## config.mk

```make
export PLATFORM = sky130hd
export DESIGN_NAME = fp_cmp_class
export DESIGN_NICKNAME = d
export VERILOG_FILES = /design/src/rtl/fpcc_pkg.sv /design/src/rtl/fpcc_decode.sv /design/src/rtl/fpcc_order.sv /design/src/rtl/fp_cmp_class.sv
export SDC_FILE = /design/constraint.sdc
export NUM_CORES = 1
export LEC_CHECK = 0
export CAP_MARGIN = 20
export CORE_MARGIN = 4
export CORE_UTILIZATION = 41
export DETAILED_ROUTE_END_ITERATION = 10
export DONT_BUFFER_PORTS = 1
export MAX_ROUTING_LAYER = met4
export SLEW_MARGIN = 40
export SYNTH_ARGS = -nofsm -noshare
export SYNTH_HDL_FRONTEND = slang
export SYNTH_SLANG_ARGS = --single-unit
```

## constraint.sdc

```tcl
create_clock -name clk_i -period 0.8 [get_ports clk_i]
set_input_delay 0.16 -clock clk_i [delete_from_list [all_inputs] [get_ports clk_i]]
set_output_delay 0.16 -clock clk_i [all_outputs]
set_load 0.005 [all_outputs]
```

## src/rtl/fpcc_pkg.sv

```systemverilog
package fpcc_pkg;
  typedef enum logic [2:0] {
    OP_EQ    = 3'd0,
    OP_GT    = 3'd1,
    OP_GE    = 3'd2,
    OP_UO    = 3'd3,
    OP_CLASS = 3'd4
  } fpcc_op_e;

  typedef struct packed {
    logic zero;
    logic norm;
    logic denorm;
    logic inf;
    logic qnan;
    logic snan;
  } fpcc_cls_t;

  localparam int unsigned PRED_W = 8;
  localparam int unsigned MASK_W = 5;
endpackage

```

## src/rtl/fpcc_decode.sv

```systemverilog
module fpcc_decode
  import fpcc_pkg::*;
#(
  parameter int unsigned EXP_W  = 8,
  parameter int unsigned FRAC_W = 23,
  localparam int unsigned MAG_W = EXP_W + FRAC_W
) (
  input  logic [MAG_W:0]   val_i,
  output fpcc_cls_t        cls_o,
  output logic             sign_o,
  output logic [MAG_W-1:0] mag_o
);
  logic [EXP_W-1:0]  exp_f;
  logic [FRAC_W-1:0] frac_f;
  logic exp_max, exp_zero, frac_nz;

  assign exp_f    = val_i[MAG_W-1:FRAC_W];
  assign frac_f   = val_i[FRAC_W-1:0];
  assign exp_max  = &exp_f;
  assign exp_zero = ~|exp_f;
  assign frac_nz  = |frac_f;

  always_comb begin
    cls_o.zero   = exp_zero & ~frac_nz;
    cls_o.denorm = exp_zero &  frac_nz;
    cls_o.norm   = ~exp_zero & ~exp_max;
    cls_o.inf    = exp_max & ~frac_nz;
    cls_o.qnan   = exp_max &  frac_f[FRAC_W-1];
    cls_o.snan   = exp_max &  frac_nz & ~frac_f[FRAC_W-1];
  end

  assign sign_o = val_i[MAG_W];
  assign mag_o  = val_i[MAG_W-1:0];
endmodule

```

## src/rtl/fpcc_order.sv

```systemverilog
module fpcc_order
  import fpcc_pkg::*;
#(
  parameter int unsigned MAG_W = 31
) (
  input  fpcc_cls_t        cls_a_i,
  input  fpcc_cls_t        cls_b_i,
  input  logic             sign_a_i,
  input  logic             sign_b_i,
  input  logic [MAG_W-1:0] mag_a_i,
  input  logic [MAG_W-1:0] mag_b_i,
  output logic             eq_o,
  output logic             gt_o,
  output logic             unord_o
);
  logic both_zero, raw_gt;

  assign unord_o   = cls_a_i.qnan | cls_a_i.snan | cls_b_i.qnan | cls_b_i.snan;
  assign both_zero = cls_a_i.zero & cls_b_i.zero;

  always_comb begin
    unique case ({sign_a_i, sign_b_i})
      2'b00:   raw_gt = mag_a_i > mag_b_i;
      2'b11:   raw_gt = mag_a_i < mag_b_i;
      2'b01:   raw_gt = ~both_zero;
      default: raw_gt = 1'b0;
    endcase
  end

  assign eq_o = ~unord_o & (both_zero | ((sign_a_i == sign_b_i) && (mag_a_i == mag_b_i)));
  assign gt_o = ~unord_o & raw_gt;
endmodule

```

## src/rtl/fp_cmp_class.sv

```systemverilog
module fp_cmp_class
  import fpcc_pkg::*;
#(
  parameter bit DOUBLE = 1'b0,
  localparam int unsigned EXP_W  = DOUBLE ? 11 : 8,
  localparam int unsigned FRAC_W = DOUBLE ? 52 : 23,
  localparam int unsigned MAG_W  = EXP_W + FRAC_W,
  localparam int unsigned W      = MAG_W + 1
) (
  input  logic              clk_i,
  input  logic              rst_ni,
  input  logic [2:0]        op_i,
  input  logic [W-1:0]      a_i,
  input  logic [W-1:0]      b_i,
  input  logic [MASK_W-1:0] cls_mask_i,
  output logic [PRED_W-1:0] pred_o,
  output logic              invalid_o
);
  fpcc_cls_t        cls   [2];
  logic             sign  [2];
  logic [MAG_W-1:0] mag   [2];
  logic [W-1:0]     opnd  [2];

  assign opnd[0] = a_i;
  assign opnd[1] = b_i;

  for (genvar g = 0; g < 2; g++) begin : g_dec
    fpcc_decode #(.EXP_W(EXP_W), .FRAC_W(FRAC_W)) u_dec (
      .val_i (opnd[g]),
      .cls_o (cls[g]),
      .sign_o(sign[g]),
      .mag_o (mag[g])
    );
  end

  logic is_eq, is_gt, is_uo;

  fpcc_order #(.MAG_W(MAG_W)) u_ord (
    .cls_a_i (cls[0]),
    .cls_b_i (cls[1]),
    .sign_a_i(sign[0]),
    .sign_b_i(sign[1]),
    .mag_a_i (mag[0]),
    .mag_b_i (mag[1]),
    .eq_o    (is_eq),
    .gt_o    (is_gt),
    .unord_o (is_uo)
  );

  logic [MASK_W-1:0] cls_vec;
  logic hit, any_snan, truth_d, inv_d;

  // mask bit order: nan, inf, denorm, norm, zero (msb..lsb)
  assign cls_vec  = {cls[0].qnan | cls[0].snan, cls[0].inf, cls[0].denorm,
                     cls[0].norm, cls[0].zero};
  assign any_snan = cls[0].snan | cls[1].snan;

  always_comb begin
    truth_d = 1'b0;
    inv_d   = 1'b0;
    unique case (op_i)
      OP_EQ:    begin truth_d = is_eq;         inv_d = any_snan; end
      OP_GT:    begin truth_d = is_gt;         inv_d = any_snan; end
      OP_GE:    begin truth_d = is_gt | is_eq; inv_d = any_snan; end
      OP_UO:    begin truth_d = is_uo;         inv_d = any_snan; end
      OP_CLASS: truth_d = hit;
      default:  ;
    endcase
  end

  assign hit = |(cls_mask_i & cls_vec);

  always_ff @(posedge clk_i or negedge rst_ni) begin
    if (!rst_ni) begin
      pred_o    <= '0;
      invalid_o <= 1'b0;
    end else begin
      pred_o    <= {PRED_W{truth_d}};
      invalid_o <= inv_d;
    end
  end
endmodule

```

==> out/results.txt <==
post-route total power: 901 uW
biggest fanout along the worst timing path: 3
Leak Pwr: 0.000723 uW
total congestion overflow after global routing: 0
Synth Warn #: 0
area of the core: 2850 sq um
global routing usage summed across all routing layers: 17.3%
cts bufs inserted: 3
final standard cell count with taps included and fillers excluded: 215
initial core utilization: 44.7%
pin count of the biggest net entering global routing: 9
type of element launching the critical path: primary input
Largest delay share family, worst path: simple AND/OR/NAND/NOR gates
number of placed instances, taps included: 210
share of the yosys chip area belonging to registers: 3.92%
half-perimeter wire length of the detailed placement result: 3.15 mm
violations in the final reports: setup timing
vias in the first global route: 1331
first-pass GRT wire length: 5.66 mm
classification of the worst setup path: primary input to flop
total number of nets in the final design: 295
count of final setup violators: 10
Final Critical Period: 1610 ps
die footprint: 4070 sq um
Cell variety after synth: 37
H-tree depth: 1
global placer's final weighted congestion: 0.800
Clock Path Buffers: 2
Post-Syn Instances: 178
Achievable Freq: 0.620 GHz
flip-flop and latch count after synthesis: 2
DR DRC count: 0
Most used DFF post-synth: sky130_fd_sc_hd__dfrtp_1
Area Growth Syn to Fin: 28.9%
number of enable flip-flop cells after synthesis: 0
Die H: 63.8 microns
Clk pin slew, worst setup/hold paths: 30 ps
share of layout cells above drive strength 1: 27.2%
number of antenna violations at the first check in global routing: 0
total of max-cap violations: 0
first drt pass iteration count: 4
power density over cell area: 548 nW/um^2
minimum setup slack in the final design: -814 ps
final worst path period share: 202%
Post-Syn Nets: 287
final hold violation count: 0
total of buffers placed on input and output ports: 0
CP arrival: 1700 ps
run status: finished with violations
share of the synthesized area in the top cell type: 34.3%
number of fill cells: 273
Max transition margin: 76.5%
area of all placed cells without fillers: 1650 sq um
leading cell types by total area after synthesis: sky130_fd_sc_hd__ha_1 (34%), sky130_fd_sc_hd__inv_1 (9.7%), sky130_fd_sc_hd__nor4_1 (6.9%)
wire length per cell after detailed routing: 17.0 microns
worst-margin pin slew: 350 ps
average vias per placed instance: 6.10
cell with the largest stage delay on the worst path: sky130_fd_sc_hd__nor4b_4
final count of pins violating max slew: 0
library cell used as clock root buffer: sky130_fd_sc_hd__clkbuf_4
antenna violation net count after detailed routing: 0
I/O pin count: 83
clock tree from TritonCTS: done
number of cell rows: 19
setup repair after global routing missed its margin: yes
area of the mapped netlist: 1280 sq um
class of the worst hold path: primary input to flop
peak supply drop: 0.257 mV
Worst path max stage delay: 350 ps
proportion of register bits with asynchronous set or reset after synthesis: 100%
count of vias placed by the detailed router: 1312
CP Cell Sequence: inv_2 > ha_4 > nand4_1 > nor4b_4 > a21boi_2 > or3b_1 > a31oi_1 > or3_1
Data required, critical path: 890 ps
list of most frequent post-synthesis cells: sky130_fd_sc_hd__ha_1 (35), sky130_fd_sc_hd__inv_1 (33), sky130_fd_sc_hd__nor4_1 (14)
library cell occupying the most area in the post-synthesis netlist: sky130_fd_sc_hd__ha_1
CP endpoint kind: flop
library cell with the highest instance count after synthesis: sky130_fd_sc_hd__ha_1
number of DRC markers in iteration 0: 22
average cell area after synthesis: 7.17 sq um
Antenna Cells: 0
area post-placement: 1370 sq um
clock sink count: 2
Die Width: 63.8 microns
total routed wirelength: 3.65 mm
buffers plus inverters on the worst setup path: 1
[metal layers]
metal  wire [microns]  vias to the layer above  GRT usage [%]  part of all wire [%]
li1                 -                      671              -                     -
met1             1480                      590           21.5                    41
met2             1830                       49           28.8                    50
met3              317                        2           3.33                   8.7
met4               14                        0           4.04                  0.38
met5                0                        -              -                     0
[logic make-up after synthesis]
group | count (synthesis) | share of synthesized area [%]
AO/OA/AOI/OAI | 34 | 17.4
XOR/XNOR | 1 | 0.686
adder cells (fa/ha/maj) | 35 | 34.3
buffers and inverters | 40 | 13.8
flip-flops | 2 | 3.92
multiplexers | 2 | 1.57
AND/OR/NAND/NOR | 64 | 28.3
[final cells by class]
class,count,area [sq um],share of cell area [%]
Tap cell,31,38.8,2.36
Inverter,33,129,7.83
Sequential cell,2,50.0,3.04
Clock buffer,3,22.5,1.37
Multi-Input combinational cell,136,1310,79.5
Timing Repair Buffer,10,96.3,5.86
[final timing paths]
check,endpoint,startpoint,cells past startpoint
min,invalid_o,a_i[22],2
max,pred_o[0],b_i[26],8
min in group asynchronous,pred_o[0],rst_ni,1
max in group asynchronous,invalid_o,rst_ni,1
[registers in the layout (all words and copies together) (netlist names)]
name	flops
invalid_o	1
pred_o	1
[what timing repair did]
| item | in CTS | in global routing |
|---|---|---|
| hold endpoints to repair | 2 | 1 |
| resized for setup | 20 | 20 |
| hold buffers | 1 | 1 |
| buffers inserted | 0 | 0 |
| cloned | 0 | 0 |
| endpoints found under the setup margin | 10 | 10 |
| pin swaps | 6 | 8 |
[power breakdown]
group | switching, uW | internal (uW) | leakage [uW]
sequential | 3.08 | 106 | 0.0000274
clock | 47.5 | 165 | 0.0000138
combinational | 280 | 301 | 0.000682
total | 330 | 571 | 0.000723
[cells in the final DEF (no fill, tap or decap), types with 2 or more instances in the layout]
cell type	instances
sky130_fd_sc_hd__inv_2	2
sky130_fd_sc_hd__dlygate4sd3_1	2
sky130_fd_sc_hd__nor2_2	3
sky130_fd_sc_hd__inv_1	29
sky130_fd_sc_hd__mux2i_1	2
sky130_fd_sc_hd__nor2_1	4
sky130_fd_sc_hd__nand2_1	12
sky130_fd_sc_hd__a21oi_1	9
sky130_fd_sc_hd__nor4_1	10
sky130_fd_sc_hd__o21ai_0	3
sky130_fd_sc_hd__a21o_1	2
sky130_fd_sc_hd__buf_4	6
sky130_fd_sc_hd__nand3_1	5
sky130_fd_sc_hd__nor3_1	2
sky130_fd_sc_hd__clkbuf_4	3
sky130_fd_sc_hd__dfrtp_1	2
sky130_fd_sc_hd__ha_1	23
sky130_fd_sc_hd__or4_1	2
sky130_fd_sc_hd__o211ai_1	2
sky130_fd_sc_hd__inv_4	2
sky130_fd_sc_hd__nor4_2	3
sky130_fd_sc_hd__o21ai_1	3
sky130_fd_sc_hd__a211oi_2	2
sky130_fd_sc_hd__a21oi_2	4
sky130_fd_sc_hd__nand4_1	11
sky130_fd_sc_hd__ha_4	12
[stage by stage]
stage | setup WS [ps] | hold WS, ps | utilization, % | TNS [ps]
6_report | -814 | 133 | 57.7 | -1920
5_1_grt | -892 | 130 | 57.7 | -2230
4_1_cts | -799 | 4.77 | 53.2 | -2010
3_5_place_dp | -1180 | -136 | 47.9 | -1840
3_3_place_gp | -1100 | -136 | 47.9 | -1670
2_1_floorplan | -868 | -136 | - | -1150
Note: power is estimated with default switching activity, not from simulation.
